--- src/rtl/brg_pkg.sv ---
package brg_pkg;
  typedef enum logic {
    MODE_DIV    = 1'b0,
    MODE_SPREAD = 1'b1
  } brg_mode_e;
endpackage

--- src/rtl/brg_cfg_latch.sv ---
// Holds the working configuration; reloads only when told to.
module brg_cfg_latch
  import brg_pkg::*;
#(
  parameter int DIV_W     = 8,
  parameter int OFS_W     = 8,
  parameter int BASE      = 27,
  parameter int FRAC_BITS = 9,
  parameter int PW        = 13,
  parameter int SW        = 10
) (
  input  logic             clk,
  input  logic             rst_n,
  input  logic             load,
  input  logic             mode_in,
  input  logic [DIV_W-1:0] div_in,
  input  logic [OFS_W-1:0] ofs_in,
  output brg_mode_e        mode_q,
  output logic [PW-1:0]    period_q,
  output logic [PW-1:0]    half_q,
  output logic [SW-1:0]    step_q
);
  localparam logic [PW-1:0] BASE_P = PW'(BASE);
  localparam logic [SW-1:0] UNITY  = SW'(1 << FRAC_BITS);

  logic [DIV_W-1:0] n_eff;
  logic [PW-1:0]    period_d;
  logic [SW-1:0]    step_d;
  brg_mode_e        mode_d;

  always_comb begin
    n_eff    = (div_in == '0) ? DIV_W'(1) : div_in;
    period_d = BASE_P * PW'(n_eff);
    step_d   = UNITY + SW'(ofs_in);
    mode_d   = mode_in ? MODE_SPREAD : MODE_DIV;
  end

  always_ff @(posedge clk or negedge rst_n) begin
    if (!rst_n) begin
      mode_q   <= MODE_DIV;
      period_q <= BASE_P;
      half_q   <= BASE_P >> 1;
      step_q   <= UNITY;
    end else if (load) begin
      mode_q   <= mode_d;
      period_q <= period_d;
      half_q   <= period_d >> 1;
      step_q   <= step_d;
    end
  end
endmodule

--- src/rtl/brg_int_div.sv ---
// Integer-mode bit timer: counts through one period of 27*n clocks.
module brg_int_div #(
  parameter int PW = 13
) (
  input  logic          clk,
  input  logic          rst_n,
  input  logic          run,
  input  logic [PW-1:0] period,
  input  logic [PW-1:0] half,
  output logic          bit_pulse,
  output logic          mid_pulse
);
  logic [PW-1:0] cnt_q, cnt_d;
  logic          at_end;

  always_comb begin
    at_end    = (cnt_q == period - PW'(1));
    bit_pulse = run && at_end;
    mid_pulse = run && (cnt_q == half - PW'(1));
    if (!run)        cnt_d = '0;
    else if (at_end) cnt_d = '0;
    else             cnt_d = cnt_q + PW'(1);
  end

  always_ff @(posedge clk or negedge rst_n) begin
    if (!rst_n) cnt_q <= '0;
    else        cnt_q <= cnt_d;
  end
endmodule

--- src/rtl/brg_frac_acc.sv ---
// Spread-mode bit timer: fractional accumulator with remainder carry.
module brg_frac_acc #(
  parameter int FRAC_BITS = 9,
  parameter int DEN       = 33,
  parameter int SW        = 10
) (
  input  logic          clk,
  input  logic          rst_n,
  input  logic          run,
  input  logic [SW-1:0] step,
  output logic          bit_pulse,
  output logic          mid_pulse
);
  localparam int LIM   = DEN << FRAC_BITS;
  localparam int HALF  = LIM / 2;
  localparam int ACC_W = $clog2(LIM + (2 << FRAC_BITS));
  localparam logic [ACC_W-1:0] LIM_A  = ACC_W'(LIM);
  localparam logic [ACC_W-1:0] HALF_A = ACC_W'(HALF);

  logic [ACC_W-1:0] acc_q, acc_d, sum;

  always_comb begin
    sum       = acc_q + ACC_W'(step);
    bit_pulse = run && (sum >= LIM_A);
    mid_pulse = run && (acc_q < HALF_A) && (sum >= HALF_A);
    if (!run)           acc_d = '0;
    else if (bit_pulse) acc_d = sum - LIM_A;
    else                acc_d = sum;
  end

  always_ff @(posedge clk or negedge rst_n) begin
    if (!rst_n) acc_q <= '0;
    else        acc_q <= acc_d;
  end
endmodule

--- src/rtl/bit_rate_gen.sv ---
module bit_rate_gen
  import brg_pkg::*;
#(
  parameter int DIV_W     = 8,
  parameter int OFS_W     = 8,
  parameter int BASE      = 27,
  parameter int DEN       = 33,
  parameter int FRAC_BITS = 9
) (
  input  logic             clk,
  input  logic             rst_n,
  input  logic             enable,
  input  logic             mode_spread,
  input  logic [DIV_W-1:0] divider,
  input  logic [OFS_W-1:0] offset,
  output logic             bit_tick,
  output logic             mid_tick
);
  localparam int PW = DIV_W + $clog2(BASE + 1);
  localparam int SW = FRAC_BITS + 1;

  logic [1:0]    rst_pipe;
  logic          rst_sync_n;
  logic          cfg_load;
  brg_mode_e     mode_q;
  logic [PW-1:0] period_q, half_q;
  logic [SW-1:0] step_q;
  logic          run_div, run_spr;
  logic          div_bit, div_mid, spr_bit, spr_mid;

  // Asynchronous assertion, synchronous release.
  always_ff @(posedge clk or negedge rst_n) begin
    if (!rst_n) rst_pipe <= 2'b00;
    else        rst_pipe <= {rst_pipe[0], 1'b1};
  end
  assign rst_sync_n = rst_pipe[1];

  assign cfg_load = !enable || bit_tick;
  assign run_div  = enable && (mode_q == MODE_DIV);
  assign run_spr  = enable && (mode_q == MODE_SPREAD);

  brg_cfg_latch #(
    .DIV_W(DIV_W), .OFS_W(OFS_W), .BASE(BASE),
    .FRAC_BITS(FRAC_BITS), .PW(PW), .SW(SW)
  ) u_cfg (
    .clk(clk), .rst_n(rst_sync_n), .load(cfg_load),
    .mode_in(mode_spread), .div_in(divider), .ofs_in(offset),
    .mode_q(mode_q), .period_q(period_q), .half_q(half_q), .step_q(step_q)
  );

  brg_int_div #(.PW(PW)) u_div (
    .clk(clk), .rst_n(rst_sync_n), .run(run_div),
    .period(period_q), .half(half_q),
    .bit_pulse(div_bit), .mid_pulse(div_mid)
  );

  brg_frac_acc #(.FRAC_BITS(FRAC_BITS), .DEN(DEN), .SW(SW)) u_acc (
    .clk(clk), .rst_n(rst_sync_n), .run(run_spr), .step(step_q),
    .bit_pulse(spr_bit), .mid_pulse(spr_mid)
  );

  assign bit_tick = div_bit || spr_bit;
  assign mid_tick = div_mid || spr_mid;
endmodule

--- config.mk ---
export PLATFORM = sky130hd
export DESIGN_NAME = bit_rate_gen
export DESIGN_NICKNAME = d
export VERILOG_FILES = /design/src/rtl/brg_pkg.sv /design/src/rtl/brg_cfg_latch.sv /design/src/rtl/brg_int_div.sv /design/src/rtl/brg_frac_acc.sv /design/src/rtl/bit_rate_gen.sv
export SDC_FILE = /design/constraint.sdc
export NUM_CORES = 1
export LEC_CHECK = 0
export ABC_AREA = 1
export ABC_CLOCK_PERIOD_IN_PS = 2500
export BUFFER_PORTS_ARGS = -buffer_cell sky130_fd_sc_hd__buf_2
export CAP_MARGIN = 20
export CORE_MARGIN = 4
export CORE_UTILIZATION = 43
export CTS_BUF_LIST = sky130_fd_sc_hd__clkbuf_8
export CTS_CLUSTER_SIZE = 14
export DETAILED_ROUTE_END_ITERATION = 7
export PLACE_DENSITY = 0.64
export SKIP_CTS_REPAIR_TIMING = 1
export SLEW_MARGIN = 10
export SYNTH_ARGS = -nofsm -noshare
export SYNTH_HDL_FRONTEND = slang
export SYNTH_SLANG_ARGS = --single-unit
--- constraint.sdc ---
create_clock -name clk -period 2.5 [get_ports clk]
set_input_delay 0.25 -clock clk [delete_from_list [all_inputs] [get_ports clk]]
set_output_delay 0.25 -clock clk [all_outputs]
set_load 0.02 [all_outputs]
==> run summary <==
OUTCOME
------------------------------------------------------------------------------------------------------
Outcome ................................................................................. complete, but fails checks
Violated checks ......................................................................... setup timing

SYNTHESIS
------------------------------------------------------------------------------------------------------
Total nets after synthesis ..............................................................          750
Synth Flop Type .........................................................................      dfrtp_1
Proportion of synthesized area in mux cells .............................................           0%
Area share of fa/ha/maj cells after synthesis ...........................................       13.85%
Synthesized area per cell ...............................................................  7.279 sq um
Sequential fraction of the synthesis area ...............................................       26.39%
Post-synth EDFFs ........................................................................            0
Dominant cell by count in the synthesized netlist .......................................      nand2_1
Synth warn ..............................................................................            0
Largest family of logic cells by synthesized area ....................................... simple AND/OR/NAND/NOR gates
Post-synth top area share ...............................................................       24.27%
Simple logic cell fraction of the synthesized area ......................................       35.82%
Number of distinct library cells after synthesis ........................................           40
Synth Instances .........................................................................          680
Largest cells by area after synthesis ................................................... dfrtp_1 (24%), nand2_1 (13%), ha_1 (11%), xor2_1 (6.9%), inv_1 (6.8%)
Synthesis-stage register bit count ......................................................           52
Top post-synthesis cells by count ....................................................... nand2_1 (166), inv_1 (90), nor2_1 (71)
Post-synthesis xor/xnor area fraction ...................................................       10.54%
Leading area contributor after synthesis ................................................      dfrtp_1
Compound-Gate Fraction of Synth Area ....................................................       3.792%
Fraction of registers with async set/reset ..............................................       100.0%
Summed instance area of the synthesized netlist ......................................... 0.004950 sq mm

ROUTING
------------------------------------------------------------------------------------------------------
Via count ...............................................................................        4,719
Final wirelength ........................................................................    12,330 um
Number of design rule violations left after detail routing ..............................            0
1st-pass router iterations ..............................................................            4
Antenna violation net count after detailed routing ......................................            0
Number of DRC violations after detailed-routing iteration 0 .............................          138
Routed length per placed instance .......................................................     13.17 um
Via density per instance ................................................................        5.042

POWER
------------------------------------------------------------------------------------------------------
Total power consumption of the routed design ............................................      4096 uW
P_int ...................................................................................      2356 uW
Switch share ............................................................................       42.47%
Net Switching ...........................................................................      1740 uW
Worst-case vdd ir drop ..................................................................    0.5071 mV
Pleak ...................................................................................  0.003335 uW
Power density normalized to cell area ................................................... 613.1 mW/mm^2
Share of total power in sequential cells ................................................        28.8%
Power share of the combinational group ..................................................        59.2%
Clock power share .......................................................................        12.0%

FINISH
------------------------------------------------------------------------------------------------------
Final #Nets .............................................................................          865
Fillcell total ..........................................................................        1,011
Layout cells sized above 1 ..............................................................       36.56%
Antenna cell count ......................................................................            0
Layout overhead on the synthesized area .................................................       34.96%
Final core area utilization .............................................................       60.56%
Final Non-Filler Cells ..................................................................          936

FLOORPLANNING
------------------------------------------------------------------------------------------------------
Die height ..............................................................................     115.3 um
Full die area ........................................................................... 0.01329 sq mm
Die X ...................................................................................     115.3 um
Core region area ........................................................................ 0.01103 sq mm
Number of core rows .....................................................................           38
Effective utilization at floorplan ......................................................       44.87%
Number of I/O pins ......................................................................           22

CTS
------------------------------------------------------------------------------------------------------
Number of H-tree levels .................................................................            2
CTS tree ................................................................................         done
CTS root buffer .........................................................................     clkbuf_8
Clk buf depth ...........................................................................            2
Number of clock sinks ...................................................................           52
Clock buffers created by TritonCTS ......................................................            5
Clock insertion delay at the later pin of the skew report ...............................       320 ps
Clock transition at the register clock pins on the worst setup and hold paths after CTS .       100 ps

PLACE
------------------------------------------------------------------------------------------------------
Number of placed cells counting well taps ...............................................          918
Input/output buffers ....................................................................           21
Global placer's final weighted congestion ...............................................       0.9337
HPWL after detailed placement ...........................................................      9533 um

GRT
------------------------------------------------------------------------------------------------------
Number of antenna violations at the first check in global routing .......................            0
Wire length of the first global-routing pass ............................................    20,440 um
Number of global-route vias before repair ...............................................        4,689
Grt total ovfl ..........................................................................            0
GRT Util Overall ........................................................................       18.70%
Maximum number of pins on one net before global-route repair ............................           32

WORST SETUP PATH
------------------------------------------------------------------------------------------------------
Top fanout value on the critical path ...................................................            5
Setup CP Type ........................................................................... primary input to flop
Sum of buffers and inverters on the critical path .......................................            3
Crit path capture type ..................................................................         flop
Worst reg-to-reg path cell count ........................................................           18
Critical Path RT ........................................................................      2760 ps
Cells along the critical path ........................................................... buf_8 -> inv_8 -> ha_4 -> nand4_1 -> inv_2 -> nor2_4 -> ha_4 -> fa_1 -> fa_1 -> ha_4 -> nand2_4 -> nor3_4 -> nand3_2 -> nand4_1 -> xor2_1 -> nand3_1 -> nand2_1
Max incr delay on CP ....................................................................       540 ps
Arrival @ worst endpoint ................................................................      3240 ps
Most used cell along the critical path ..................................................         ha_4
Dominant delay contributor by cell family on the critical path ..........................  adder cells
Kind of launch point of the worst setup path ............................................ primary input
Cell depth of the worst setup path ......................................................           17
Crit path max-delay cell type ...........................................................         fa_1

TIMING
------------------------------------------------------------------------------------------------------
Post-layout minimum cycle time ..........................................................      2976 ps
Fin worst setup slack ...................................................................    -475.8 ps
Setup TNS after final layout ............................................................     -4747 ps
Slew margin rel. ........................................................................       64.55%
# setup viols final .....................................................................           23
Tightest Pin Transition .................................................................     530.4 ps
Portion of the clock cycle consumed by the worst path in the final layout ...............       119.0%
Max Transition Viols Final ..............................................................            0
Unrepaired setup endpoints after global routing .........................................          yes
Worst-case clock skew ...................................................................     20.10 ps
Final Hold Violating Endpoints ..........................................................            0
Top achievable clock speed ..............................................................    336.0 MHz

WORST HOLD PATH
------------------------------------------------------------------------------------------------------
Hold path depth .........................................................................            3
Class of the most critical hold timing path ............................................. primary input to flop

RUN
------------------------------------------------------------------------------------------------------
Number of max-capacitance violations reported ...........................................            0

==> worst paths after layout <==
path | startpoint | endpoint | slack (ps)
min reg2reg | rst_pipe[1] | u_acc.acc_q[13] | 230
min in group asynchronous | rst_n | rst_pipe[1] | 230
max reg2reg | u_cfg.step_q[0] | u_cfg.period_q[11] | -110
min | mode_spread | u_cfg.mode_q | 170
max | divider[6] | u_cfg.period_q[11] | -480
max in group asynchronous | rst_pipe[1] | u_cfg.period_q[3] | 1440
==> cells by family (layout without fill, tap and decap cells) <==
logic type / count (synthesis) / count (layout)
simple gates: 375 / 375
buf+inv: 110 / 226
xor+xnor: 58 / 58
flops: 52 / 52
fa+ha+maj: 50 / 50
compound gates: 34 / 34
other cells: 1 / 1
==> metrics by stage <==
step / hold WS, ps / cell area, sq um / worst slack, ps
after floorplan: -45.59 / 5140 / -634.0
after global placement: 36.45 / 6051 / -843.6
after detailed placement: 38.35 / 6051 / -899.4
after CTS: -318.6 / 6140 / -586.0
after global routing: 173.1 / 6680 / -694.3
final: 165.1 / 6680 / -475.8
==> placed cells by master, fill, tap and decap left out, drive strengths merged, types with 6 or more instances in the layout <==
master and n:
fa 8, dfrtp 48, nor3 9, nor2 84, a21oi 16, o21ai 12, nand4 18, clkbuf 6
ha 42, xnor2 18, nand2 197, xor2 39, buf 122, nand3 58, inv 94
==> area by class of cell <==
class	instances	area [sq um]	share of cell area (%)
well taps	140	175.2	2.622
multi-input cells	518	3702	55.42
repair buffers	124	1003	15.02
inverters	94	402.9	6.031
flip-flops and latches	52	1308	19.57
clock buffers	5	68.82	1.030
clock inverters	3	20.02	0.2997
==> sequential cells by signal, indices dropped and copies added, names as in the netlist <==
signal	cells
u_div.cnt_q	13
u_cfg.period_q	13
u_cfg.step_q	8
u_cfg.mode_q	1
u_acc.acc_q	15
rst_pipe	2
==> power by group through the flow <==
| stage | combinational [uW] | sequential [uW] | clock [uW] |
|---|---|---|---|
| after floorplan | 1470 | 1140 | 0 |
| after global placement | 2060 | 1180 | 0 |
| after detailed placement | 2100 | 1180 | 0 |
| after CTS | 2120 | 1170 | 515 |
| after global routing | 2690 | 1210 | 553 |
| final | 2420 | 1180 | 491 |
==> metal layers <==
metal | routed length (um) | share of wire (%) | vias up | track usage (%)
li1 | - | - | 2368 | -
met1 | 5314 | 43 | 2264 | 23.12
met2 | 6536 | 53 | 62 | 34.41
met3 | 243 | 2.0 | 25 | 2.474
met4 | 235 | 1.9 | 0 | 4.382
met5 | 0 | 0 | - | 0
==> worst min-delay path, stage by stage <==
cell     delay [ps]
buf_2            70
nand2_1          60
nand2_2          50
Note: power is estimated with default switching activity, not from simulation.
